==> src/rtl/sir_pkg.sv <==
package sir_pkg;
   typedef enum logic [1:0] {
      SEL_OUT0  = 2'b00,
      SEL_OUT1  = 2'b01,
      SEL_CONV  = 2'b10,
      SEL_SENSE = 2'b11
   } fn_sel_e;
endpackage

==> src/rtl/sir_sync.sv <==
module sir_sync #(
   parameter int W      = 3,
   parameter int STAGES = 2
) (
   input  logic         clk,
   input  logic         rst_n,
   input  logic [W-1:0] d,
   output logic [W-1:0] q
);
   generate
      if (STAGES < 2) begin : g_bad
         $error("sir_sync: STAGES must be at least 2");
      end
   endgenerate

   logic [W-1:0] stage [STAGES];

   genvar gi;
   generate
      for (gi = 0; gi < STAGES; gi++) begin : g_stage
         if (gi == 0) begin : g_first
            always_ff @(posedge clk or negedge rst_n)
               if (!rst_n) stage[gi] <= '0;
               else        stage[gi] <= d;
         end else begin : g_next
            always_ff @(posedge clk or negedge rst_n)
               if (!rst_n) stage[gi] <= '0;
               else        stage[gi] <= stage[gi-1];
         end
      end
   endgenerate

   assign q = stage[STAGES-1];
endmodule

==> src/rtl/sir_req_flag.sv <==
module sir_req_flag (
   input  logic clk,
   input  logic rst_n,
   input  logic set,
   input  logic clr,
   output logic q
);
   // set has priority over clear
   always_ff @(posedge clk or negedge rst_n)
      if (!rst_n)   q <= 1'b0;
      else if (set) q <= 1'b1;
      else if (clr) q <= 1'b0;
endmodule

==> src/rtl/sir_rdmux.sv <==
module sir_rdmux
   import sir_pkg::*;
#(
   parameter int ADC_W     = 12,
   parameter int TOUCH_W   = 2,
   parameter int DATA_W    = 16,
   parameter int PANIC_POS = 7
) (
   input  fn_sel_e            sel,
   input  logic [ADC_W-1:0]   adc_q,
   input  logic [TOUCH_W-1:0] touch_s,
   input  logic               panic_s,
   output logic [DATA_W-1:0]  data
);
   always_comb begin
      data = '0;
      unique case (sel)
         SEL_CONV:  data[ADC_W-1:0] = adc_q;
         SEL_SENSE: begin
            data[TOUCH_W-1:0] = touch_s;
            data[PANIC_POS]   = panic_s;
         end
         default:   data = '0;
      endcase
   end
endmodule

==> src/rtl/sir_top.sv <==
module sir_top
   import sir_pkg::*;
#(
   parameter int ADC_W       = 12,
   parameter int TOUCH_W     = 2,
   parameter int DATA_W      = 16,
   parameter int PANIC_POS   = 7,
   parameter int SYNC_STAGES = 2
) (
   input  logic               clk,
   input  logic               rst_n,
   input  logic [1:0]         fn_sel,
   input  logic               rd_stb,
   input  logic               chan_wr,
   input  logic [ADC_W-1:0]   adc_data,
   input  logic               adc_done,
   input  logic [TOUCH_W-1:0] touch_in,
   input  logic               panic_in,
   input  logic               sense_int_en,
   input  logic               host_ien_a,
   input  logic               host_ien_b,
   output logic [DATA_W-1:0]  rd_data,
   output logic               irq_a,
   output logic               irq_b
);
   localparam int SENSE_W = TOUCH_W + 1;

   generate
      if (ADC_W > DATA_W) begin : g_chk_adc
         $error("sir_top: ADC_W exceeds DATA_W");
      end
      if (PANIC_POS < TOUCH_W || PANIC_POS >= DATA_W) begin : g_chk_pos
         $error("sir_top: PANIC_POS overlaps touch field or exceeds word");
      end
   endgenerate

   fn_sel_e sel_e;
   assign sel_e = fn_sel_e'(fn_sel);

   // converter result holding register
   logic [ADC_W-1:0] adc_q;
   always_ff @(posedge clk or negedge rst_n)
      if (!rst_n)        adc_q <= '0;
      else if (adc_done) adc_q <= adc_data;

   // sensor synchronizer
   logic [SENSE_W-1:0] sense_s;
   sir_sync #(.W(SENSE_W), .STAGES(SYNC_STAGES)) u_sync (
      .clk  (clk),
      .rst_n(rst_n),
      .d    ({panic_in, touch_in}),
      .q    (sense_s)
   );

   logic sense_any, sense_prev, sense_rise;
   assign sense_any = |sense_s;
   always_ff @(posedge clk or negedge rst_n)
      if (!rst_n) sense_prev <= 1'b0;
      else        sense_prev <= sense_any;
   assign sense_rise = sense_any & ~sense_prev;

   // request flags
   logic conv_req, sense_req;
   logic conv_clr, sense_clr;
   assign conv_clr  = chan_wr | (rd_stb && sel_e == SEL_CONV);
   assign sense_clr = rd_stb && sel_e == SEL_SENSE;

   sir_req_flag u_conv_flag (
      .clk(clk), .rst_n(rst_n), .set(adc_done), .clr(conv_clr), .q(conv_req)
   );
   sir_req_flag u_sense_flag (
      .clk(clk), .rst_n(rst_n), .set(sense_rise), .clr(sense_clr), .q(sense_req)
   );

   assign irq_a = conv_req & host_ien_a;
   assign irq_b = sense_req & sense_int_en & host_ien_b;

   sir_rdmux #(
      .ADC_W(ADC_W), .TOUCH_W(TOUCH_W), .DATA_W(DATA_W), .PANIC_POS(PANIC_POS)
   ) u_mux (
      .sel    (sel_e),
      .adc_q  (adc_q),
      .touch_s(sense_s[TOUCH_W-1:0]),
      .panic_s(sense_s[SENSE_W-1]),
      .data   (rd_data)
   );
endmodule

==> config.mk <==
export PLATFORM = sky130hd
export DESIGN_NAME = sir_top
export DESIGN_NICKNAME = d
export VERILOG_FILES = /design/src/rtl/sir_pkg.sv /design/src/rtl/sir_sync.sv /design/src/rtl/sir_req_flag.sv /design/src/rtl/sir_rdmux.sv /design/src/rtl/sir_top.sv
export SDC_FILE = /design/constraint.sdc
export NUM_CORES = 1
export LEC_CHECK = 0
export BUFFER_PORTS_ARGS = -buffer_cell sky130_fd_sc_hd__buf_4
export CORE_MARGIN = 10
export CORE_UTILIZATION = 46
export CTS_BUF_LIST = sky130_fd_sc_hd__clkbuf_4
export CTS_CLUSTER_DIAMETER = 50
export DETAILED_ROUTE_END_ITERATION = 8
export PLACE_DENSITY = 0.84
export SLEW_MARGIN = 40
export SYNTH_ARGS = -nofsm -noshare
export SYNTH_HDL_FRONTEND = slang
export SYNTH_SLANG_ARGS = --single-unit
==> constraint.sdc <==
create_clock -name clk -period 1.55 [get_ports clk]
set_clock_uncertainty 0.1 [all_clocks]
set_input_delay 0.31 -clock clk [delete_from_list [all_inputs] [get_ports clk]]
set_output_delay 0.31 -clock clk [all_outputs]
set_load 0.01 [all_outputs]
==> results of run 1 <==
[critical path: stages, from the launching register on]
cell and delay, ps:
dfrtp_1 390, mux2i_1 150, nor2b_1 60, buf_4 140
[sequential cells by signal (all words and copies together) (netlist names)]
register        cells
adc_q              12
u_sync.q            3
u_sync.stage        3
sense_prev          1
u_conv_flag.q       1
u_sense_flag.q      1
[metal layers]
layer / vias up / GRT usage (%) / wire length [um]
li1: 290 / - / -
met1: 298 / 9.908 / 690
met2: 25 / 16.96 / 959
met3: 2 / 4.878 / 215
met4: 0 / 2.459 / 14
met5: - / 0 / 0
[kinds of logic (layout without fill, tap and decap cells)]
| family | Yosys count | in the layout |
|---|---|---|
| other | 1 | 4 |
| buffers and inverters | 8 | 46 |
| and+or+nand+nor | 18 | 18 |
| DFF | 21 | 21 |
| AOI/OAI and AO/OA | 2 | 2 |
| muxes | 15 | 15 |
[where the power goes]
part	internal, uW	switching, uW
logic	117	72.8
registers	594	20.6
clock network	117	146
total	828	239
[what timing repair did]
| action | in CTS | in global routing |
|---|---|---|
| resized for setup | 1 | 0 |
| endpoints found under the hold margin | 21 | 0 |
| endpoints found under the setup margin | 2 | 0 |
| hold buffers | 1 | 0 |
[through the flow]
step                      total power [uW]  cells  setup WS [ps]
final                                 1067    131          111.5
after detailed placement             816.6    126          8.324
after floorplan                      715.1     68          222.1
after global placement               807.9    126          5.056
after CTS                             1085    131          87.75
after global routing                  1137    131          18.56
[layout by cell type (no fill, tap or decap), types with 2 or more instances in the layout]
| cell type | count |
|---|---|
| buf_4 | 39 |
| dfrtp_1 | 21 |
| mux2_2 | 12 |
| and2_1 | 10 |
| conb_1 | 4 |
| clkbuf_4 | 4 |
| mux2i_1 | 3 |
| nor2b_1 | 3 |
| inv_1 | 2 |
[area by class of cell]
class / instances / area, um^2
clock buffer: 4 / 30.03
fill: 152 / 549.3
timing repair buffer: 40 / 302.8
tap: 25 / 31.28
sequential: 21 / 525.5
multi-input combinational: 39 / 317.8
inverter: 2 / 7.507
[synth_stat cells (all sizes together)]
master and number:
nand3b 1, inv 2, dfrtp 21, nor2b 4, mux2i 3, and3 1, conb 1, and2 10
a31o 1, a22o 1, nand3 1, mux2 12, buf 6, or3 1
[how the worst max path moves through the flow]
stage	cells past startpoint	slack, ps	from	to
after floorplan	3	220	fn_sel[0]	rd_data[10]
after global placement	4	5	fn_sel[1]	rd_data[5]
after detailed placement	4	8	fn_sel[1]	rd_data[9]
after CTS	3	90	u_sync.q[1]	rd_data[1]
after global routing	3	20	u_sync.q[0]	rd_data[0]
final	3	110	u_sync.q[1]	rd_data[1]
==> summary.txt, run 1 <==
Status
  – Status: finished clean

Final layout
  – Layout cells sized above 1: 54.72%
  – Util after Layout: 68.87%
  – Final net count: 132
  – Diode count: 0
  – Final instance area: 1215 um^2
  – Synth-to-layout area growth: 38.12%

Critical path
  – FF-to-FF path depth: 2
  – Origin of the critical flop-to-flop path: u_sync.q[0]
  – CP arrival: 1030 ps
  – Crit path required time: 1140 ps
  – CP Max Fanout: 2
  – Reg2reg end: u_sense_flag.q
  – CP startpoint kind: flip-flop
  – Setup Crit Path Kind: reg2out
  – CP endpoint kind: output port
  – Setup slack, reg-to-reg: 350 ps

Timing
  – Unrepaired setup endpoints after global routing: no
  – Min Tclk post-route: 1438 ps
  – TNS Setup: 0 ps
  – Final Setup Violations: 0
  – Tcrit/Tclk final: 92.81%
  – Hold Slack: 21.61 ps
  – Final Hold Vio Count: 0
  – Fin. max-slew vios: 0
  – Fmax: 0.6952 GHz

Synthesis
  – Cell taking the most area after synthesis: dfrtp_1
  – Compound-gate portion of the synthesized area: 1.991%
  – Yosys reg bits: 21
  – Mapped cell area: 879.6 um^2
  – Largest family of logic cells by synthesized area: multiplexers
  – Post-synthesis mux area share: 18.78%
  – Top cells by area, synth: dfrtp_1, mux2_2, and2_1, buf_4, mux2i_1
  – Adder-cell share of the synthesized area: 0%
  – Post-Synth XOR/XNOR Area: 0%
  – Yosys warns: 0
  – Yosys cell types: 15
  – Area share of the largest cell type after synthesis: 59.74%
  – Sequential fraction of the synthesis area: 59.74%
  – Avg Inst Size Synth: 13.53 um^2
  – Fraction of the mapped netlist area in simple logic gates: 13.37%
  – Synth Instances: 65

Route
  – Vias post-DR: 615
  – Total wire length: 1880 um
  – DR pass1 iterations: 5
  – Initial drt markers: 9
  – Antenna-violating nets left: 0
  – Vias per cell: 4.695
  – Wire per inst: 14.35 um
  – DRC: 0

CTS
  – CTS max path bufs: 2
  – Clk Latency, worst-skew pair: 290 ps
  – Clk Tree Root Cell: clkbuf_4
  – TritonCTS clock tree: done
  – CTS sink cnt: 21
  – CTS Buf Count: 3
  – Postcts setup bufs: 0
  – H-tree level count: 1
  – Clock slew at reported path FFs: 100 ps

Place
  – Placed Area: 1172 um^2
  – Placer Congestion: 0.6744
  – Port bufs: 38

Flow run
  – MaxCap Viol Count: 0

Floorplanning
  – Die area: 4062 um^2
  – Row count: 15
  – Die W: 63.73 um
  – Die Y: 63.73 um
  – IO Pins: 43
  – Starting Density: 49.86%
  – Core Footprint: 1764 um^2

Worst hold path
  – Hold path cells: 1
  – Hold Path End: u_sync.stage[3]
  – Hold path startpoint: touch_in[0]
  – Min-Delay Path Class: in2reg

Global routing
  – Largest net degree at the start of global routing: 22
  – Antenna violations before repair: 0
  – Tot GR Track Use: 9.624%
  – Vias in the first global route: 702
  – First-pass GRT wire length: 3215 um
  – Total congestion overflow: 0

Pwr
  – VDD IR max: 0.0006578 V
  – Leakage: 0.0006072 uW
  – Pwr/cell area: 878.0 nW/um^2
(Power assumes the default switching activity.)
==> run 2, diff against run 1 <==
--- a/config.mk
+++ b/config.mk
@@ -5,6 +5,7 @@
 export SDC_FILE = /design/constraint.sdc
 export NUM_CORES = 1
 export LEC_CHECK = 0
+export ABC_AREA = 1
 export BUFFER_PORTS_ARGS = -buffer_cell sky130_fd_sc_hd__buf_4
 export CORE_MARGIN = 10
 export CORE_UTILIZATION = 46
==> run 2 against run 1 <==
Compared with the run above: synthesized cell count is 52% higher; global-route usage rose by 0.35 points; setup slack improved by 9.1 ps; maximum frequency grew 0.64%; largest cell class unchanged; critical path depth grew 2; first-iteration DRC count fell by 33%; register-to-register slack improved by 350 ps; synthesized area unchanged; highest routed layer unchanged; wire length grew 11%.
==> summary.txt, run 2 <==
Status
  – Status: finished clean

Worst hold path
  – Hold path startpoint: panic_in
  – Hold path cells: 1 (unchanged)
  – Hold Path End: u_sync.stage[5]
  – Min-Delay Path Class: in2reg

Final layout
  – FILL cells: 158 (+3.9%)
  – Diode count: 0 (unchanged)
  – Commonest non-fill, non-tap cell in the layout: buf_4
  – Most frequent cells in the layout: buf_4, dfrtp_1, nand2_1
  – Final net count: 165 (+25%)
  – Largest register by flop count: adc_q
  – Layout cells sized above 1: 31.65% (-23 points)
  – Max reg flops: 12 (unchanged)
  – Final instance area: 1204 um^2 (-0.93%)
  – Layout Cells excl Fill: 164 (+25%)
  – Largest registers: adc_q x12, u_sync.q x3, u_sync.stage x3
  – Synth-to-layout area growth: 36.84%

Critical path
  – Setup Crit Path Kind: in2out
  – Crit path required time: 1140 ps (about the same)
  – CP Max Fanout: 12 (+10)
  – Origin of the critical flop-to-flop path: u_sync.q[0]
  – FF-to-FF path depth: 4 (+2)
  – CP Launch Point: fn_sel[0]
  – Setup slack, reg-to-reg: 700 ps (+350 ps)
  – CP startpoint kind: primary input
  – CP endpoint kind: output port
  – Reg2reg end: u_sense_flag.q
  – CP arrival: 1020 ps (about the same)

Synthesis
  – Async set-or-reset flop fraction in the synthesized netlist: 100.0% (unchanged)
  – Sequential fraction of the synthesis area: 59.74% (unchanged)
  – Post-synth EDFFs: 0 (unchanged)
  – Area share of the largest cell type after synthesis: 59.74% (unchanged)
  – Dominant synthesized flop cell: dfrtp_1
  – Top cells by area, synth: dfrtp_1, nand2_1, o21ai_0, inv_1, nor2_1
  – Avg Inst Size Synth: 8.885 um^2 (-34%)
  – Mapped cell area: 879.6 um^2 (unchanged)
  – Yosys cell types: 13 (-2)
  – Yosys reg bits: 21 (unchanged)
  – Cell taking the most area after synthesis: dfrtp_1
  – Most frequent cell after synthesis: dfrtp_1
  – Yosys warns: 0 (unchanged)
  – Synth Instances: 99 (+52%)
  – Commonest cells post-synth: dfrtp_1, nand2_1, inv_1

Route
  – Total wire length: 2085 um (+11%)
  – DR pass1 iterations: 4 (-1)
  – Antenna-violating nets left: 0 (unchanged)
  – Wire per inst: 12.71 um (-11%)
  – DRC: 0 (unchanged)
  – Vias post-DR: 740 (+20%)
  – Vias per cell: 4.512 (-3.9%)
  – Initial drt markers: 6 (-3)

CTS
  – CTS Buf Count: 3 (unchanged)
  – H-tree level count: 1 (unchanged)
  – Clock slew at reported path FFs: 100 ps (about the same)
  – Clk Tree Root Cell: clkbuf_4
  – CTS max path bufs: 2 (unchanged)
  – Postcts setup bufs: 0 (unchanged)
  – TritonCTS clock tree: done
  – CTS sink cnt: 21 (unchanged)
  – Clk Latency, worst-skew pair: 290 ps (about the same)

Place
  – Placed Area: 1154 um^2 (-1.6%)
  – Placer Congestion: 0.6669 (-1.1%)
  – Port bufs: 38 (unchanged)
  – DP HPWL: 1631 um
  – Worst slack, placed: 89.02 ps (+80.69 ps)
  – Placed Cells: 158 (+25%)

Global routing
  – Vias in the first global route: 768 (+9.4%)
  – Tot GR Track Use: 9.975% (+0.35 points)
  – Met3 Track Usage GR: 4.181% (-0.70 points)
  – Antenna violations before repair: 0 (unchanged)
  – First-pass GRT wire length: 3346 um (+4.1%)
  – Total congestion overflow: 0 (unchanged)
  – Largest net degree at the start of global routing: 26 (+18%)
  – Met2 Use GR: 17.34% (+0.38 points)
  – Most utilized layer in the global route result: met2
  – Grt met1 use: 10.70% (+0.80 points)

Timing
  – TNS Setup: 0 ps (unchanged)
  – Min Tclk post-route: 1429 ps (-9.103 ps)
  – Unrepaired setup endpoints after global routing: no
  – Final Hold Vio Count: 0 (unchanged)
  – Tcrit/Tclk final: 92.22% (-0.59 points)
  – Fin. max-slew vios: 0 (unchanged)
  – Final WS setup: 120.6 ps (+9.103 ps)
  – Final Setup Violations: 0 (unchanged)
  – Fmax: 0.6996 GHz (+0.64%)

Floorplanning
  – IO Pins: 43 (unchanged)
  – Die area: 4062 um^2 (unchanged)
  – Row count: 15 (unchanged)
  – Die W: 63.73 um (unchanged)
  – Starting Density: 49.86% (unchanged)
  – Die Y: 63.73 um (unchanged)
  – Core Footprint: 1764 um^2 (unchanged)

Flow run
  – MaxCap Viol Count: 0 (unchanged)

Pwr
  – Final Power: 1056 uW (-0.97%)
  – Leakage: 0.0006691 uW (+10%)
  – VDD IR max: 0.0007932 V (+21%)
  – Pwr/cell area: 877.6 nW/um^2 (about the same)
## run 2: cell types whose count changed after synthesis, sizes merged, moves of 10 or more
cell	before	now
mux2	12	0
and2	10	0
nand2	0	20
o21ai	0	15
inv	2	18
nor2	0	11
## run 2: cell families after synthesis
logic type             synth area share (%)
and+or+nand+nor                       17.07
buffers and inverters                 13.80
DFF                                   59.74
other                                0.4263
AOI/OAI and AO/OA                     8.962
## run 2: timing repair
item,4_1_cts,5_1_grt
gates resized for setup,0,1
hold buffers,1,1
endpoints found under the setup margin,0,1
endpoints found under the hold margin,21,1
## run 2: through the flow
stage | util [%] | hold WS (ps)
3_5_place_dp | 65.39 | 102.1
4_1_cts | 67.66 | 12.01
2_1_floorplan | - | -85.59
6_report | 68.23 | 18.81
5_1_grt | 68.23 | 0.7082
3_3_place_gp | 65.39 | 99.84
## run 2: worst max path at each step
| stage | end | cells past startpoint |
|---|---|---|
| after global routing | rd_data[1] | 5 |
| after floorplan | rd_data[10] | 4 |
| final | rd_data[1] | 5 |
| after CTS | rd_data[0] | 5 |
| after global placement | rd_data[1] | 5 |
| after detailed placement | rd_data[0] | 5 |
## run 2: per-layer routing
metal  routed length (um)  vias to the layer above
li1                     -                      372
met1                  788                      343
met2                 1108                       23
met3                  175                        2
met4                   13                        0
met5                    0                        -
## run 2: power breakdown
| group | internal [uW] | switching (uW) | total (uW) |
|---|---|---|---|
| clock network | 118 | 149 | 267 |
| registers | 590 | 13.7 | 604 |
| logic | 89.7 | 96.0 | 186 |
| total | 797 | 259 | 1060 |
## run 2: layout make-up
type	count	area, um^2	share of cell area, %
sequential	21	525.5	43.66
timing repair buffer	40	305.3	25.36
multi-input combinational	56	244.0	20.27
inverter	18	67.56	5.613
tap	25	31.28	2.599
clock buffer	4	30.03	2.495
## run 2: worst max-delay path, stage by stage
cell and delay (ps):
buf_4 130, inv_1 70, nand2_2 150, o21ai_0 200, buf_4 150
==> run 3, diff against run 2 <==
--- a/config.mk
+++ b/config.mk
@@ -7,13 +7,15 @@
 export LEC_CHECK = 0
 export ABC_AREA = 1
 export BUFFER_PORTS_ARGS = -buffer_cell sky130_fd_sc_hd__buf_4
+export CORE_ASPECT_RATIO = 1.5
 export CORE_MARGIN = 10
-export CORE_UTILIZATION = 46
+export CORE_UTILIZATION = 48
 export CTS_BUF_LIST = sky130_fd_sc_hd__clkbuf_4
 export CTS_CLUSTER_DIAMETER = 50
 export DETAILED_ROUTE_END_ITERATION = 8
-export PLACE_DENSITY = 0.84
+export PLACE_DENSITY = 0.85
 export SLEW_MARGIN = 40
 export SYNTH_ARGS = -nofsm -noshare
 export SYNTH_HDL_FRONTEND = slang
+export SYNTH_HIERARCHICAL = 1
 export SYNTH_SLANG_ARGS = --single-unit
==> run 3 against run 2 <==
Compared with the run above: setup slack improved by 59 ps; synthesized cell count increased by 17%; critical path depth decreased by 2; wire length decreased by 5.7%; die area increased by 5.1%; register-to-register slack got worse by 70 ps; clock power decreased by 4%; maximum frequency increased by 4.3%; design area increased by 4.0%; synthesized area increased by 11%; power decreased by 0.29%; critical path type is now reg2out; largest cell class unchanged.
==> summary.txt, run 3 <==
Status
  – Status: finished clean

Synthesis
  – Area share of the largest cell type after synthesis: 53.92% (-5.8 points)
  – Top cells by area, synth: dfrtp_1, inv_1, nand2_1, o21ai_0, buf_4
  – Synth Instances: 116 (+17%)
  – Yosys cell types: 15 (+2)
  – Most frequent cell after synthesis: inv_1
  – Sequential fraction of the synthesis area: 53.92% (-5.8 points)
  – Mapped cell area: 974.7 um^2 (+11%)
  – Async set-or-reset flop fraction in the synthesized netlist: 100.0% (unchanged)
  – Cell taking the most area after synthesis: dfrtp_1
  – Avg Inst Size Synth: 8.402 um^2 (-5.4%)
  – Yosys warns: 6 (+6)
  – Yosys reg bits: 21 (unchanged)
  – Post-synth EDFFs: 0 (unchanged)
  – Commonest cells post-synth: inv_1, nand2_1, dfrtp_1
  – Dominant synthesized flop cell: dfrtp_1

CTS
  – TritonCTS clock tree: done
  – Clock slew at reported path FFs: 90 ps (about the same)
  – Clk Tree Root Cell: clkbuf_4
  – CTS Buf Count: 3 (unchanged)
  – CTS sink cnt: 21 (unchanged)
  – Clk Latency, worst-skew pair: 280 ps (about the same)
  – CTS max path bufs: 2 (unchanged)
  – H-tree level count: 1 (unchanged)
  – Postcts setup bufs: 0 (unchanged)

Global routing
  – Most utilized layer in the global route result: met2
  – Antenna violations before repair: 0 (unchanged)
  – Grt met1 use: 8.964% (-1.7 points)
  – Total congestion overflow: 0 (unchanged)
  – Largest net degree at the start of global routing: 26 (unchanged)
  – First-pass GRT wire length: 3305 um (-1.2%)
  – Met3 Track Usage GR: 4.377% (+0.20 points)
  – Met2 Use GR: 17.48% (+0.14 points)
  – Tot GR Track Use: 9.403% (-0.57 points)
  – Vias in the first global route: 805 (+4.8%)

Place
  – Placed Area: 1211 um^2 (+5.0%)
  – Port bufs: 38 (unchanged)
  – Placer Congestion: 0.7725 (+16%)
  – DP HPWL: 1650 um (+1.1%)

Floorplanning
  – IO Pins: 43 (unchanged)
  – Die area: 4270 um^2 (+5.1%)
  – Row count: 19 (+4)
  – Die W: 56.80 um (-11%)
  – Core Footprint: 1878 um^2 (+6.5%)
  – Die Y: 75.19 um (+18%)
  – Starting Density: 51.90% (+2.0 points)

Critical path
  – Origin of the critical flop-to-flop path: u_sync/q[1]
  – Crit path required time: 1140 ps (about the same)
  – FF-to-FF path depth: 4 (unchanged)
  – Reg2reg end: u_sense_flag/q
  – Setup Crit Path Kind: reg2out
  – CP max stage delay: 400 ps (+200 ps)
  – CP Max Fanout: 2 (-10)
  – CP cell instances: nand3_1, nand2_1, buf_4
  – Setup slack, reg-to-reg: 630 ps (-70 ps)
  – CP arrival: 960 ps (-60 ps)
  – Slowest CP cell: dfrtp_1
  – CP endpoint kind: output port
  – CP startpoint kind: flip-flop

Timing
  – Final Setup Violations: 0 (unchanged)
  – Unrepaired setup endpoints after global routing: no
  – Final Hold Vio Count: 0 (unchanged)
  – Min Tclk post-route: 1371 ps (-58.53 ps)
  – TNS Setup: 0 ps (unchanged)
  – Fmax: 0.7295 GHz (+4.3%)
  – Fin. max-slew vios: 0 (unchanged)
  – Tcrit/Tclk final: 88.44% (-3.8 points)

Route
  – Total wire length: 1967 um (-5.7%)
  – Vias per cell: 4.491 (-0.46%)
  – Wire per inst: 11.37 um (-11%)
  – Antenna-violating nets left: 0 (unchanged)
  – DR pass1 iterations: 2 (-2)
  – DRC: 0 (unchanged)
  – Vias post-DR: 777 (+5.0%)
  – Initial drt markers: 17 (+11)

Worst hold path
  – Hold path startpoint: panic_in
  – Hold path cells: 1 (unchanged)
  – Hold Path End: u_sync/stage[5]
  – Min-Delay Path Class: in2reg

Final layout
  – Largest register by flop count: adc_q
  – Commonest non-fill, non-tap cell in the layout: buf_4
  – Synth-to-layout area growth: 28.37%
  – Largest registers: adc_q x12, u_sync/q x3, u_sync/stage x3
  – Most frequent cells in the layout: buf_4, inv_1, nand2_1
  – Final instance area: 1251 um^2 (+4.0%)
  – Final net count: 178 (+7.9%)
  – Util after Layout: 66.62% (-1.6 points)
  – Layout cells sized above 1: 29.61% (-2.0 points)
  – Max reg flops: 12 (unchanged)
  – Diode count: 0 (unchanged)

Pwr
  – Final Power: 1053 uW (-0.29%)
  – Pwr/cell area: 841.8 nW/um^2 (-4.1%)
  – Leakage: 0.0007299 uW (+9.1%)
  – VDD IR max: 0.0005854 V (-26%)

Flow run
  – MaxCap Viol Count: 0 (unchanged)
## run 3: worst max-delay path: cells and delay by family, from the launching register on
kind / cells / cell delay (ps)
buffers and inverters: 1 / 140
flip-flops: 1 / 400
AND/OR/NAND/NOR: 2 / 150
## run 3: metal layers
layer	share of wire, %	up-vias
met5	0	-
met2	51	27
li1	-	398
met1	38	350
met4	0.66	0
met3	11	2
## run 3: cell type report
type                    count  area, um^2
repair buffers             39       295.3
clock buffers               4       30.03
fillers                   160       626.9
well taps                  21       26.28
multi-input cells          59       265.3
flip-flops and latches     21       525.5
inverters                  29       108.9
## run 3: repair_timing
action                                 in CTS  in global routing
hold buffers                                1                  0
resized for setup                           0                  0
endpoints found under the hold margin      21                  0
## run 3: kinds of logic after synthesis
kind of cell    Yosys count  synth area share, %
simple gates             42                18.61
other cells               1               0.3847
buf+inv                  39                20.02
compound gates           13                7.060
flops                    21                53.91
## run 3: power breakdown
part	internal (uW)	switching [uW]	total [uW]
Sequential	591	21.4	612
Combinational	92.7	92.4	185
Clock	117	139	256
Total	801	253	1050
## run 3: worst max-delay path by stage
stage               slack, ps          end  depth (start not counted)            from
finish                    180   rd_data[1]                          3     u_sync/q[1]
global route              110   rd_data[8]                          3        adc_q[8]
CTS                       170        irq_b                          2  u_sense_flag/q
detailed placement        280  rd_data[11]                          5       fn_sel[0]
global placement          300   rd_data[5]                          5       fn_sel[0]
floorplan                 490  rd_data[10]                          3       fn_sel[1]
## run 3: per-stage QoR
step                hold slack [ps]  std cells  setup WS [ps]
floorplan                    -85.59        119          490.4
global placement              100.2        168          299.4
detailed placement            97.71        168          279.5
CTS                           20.49        173          167.0
global route                  10.42        173          114.3
finish                        26.97        173          179.1
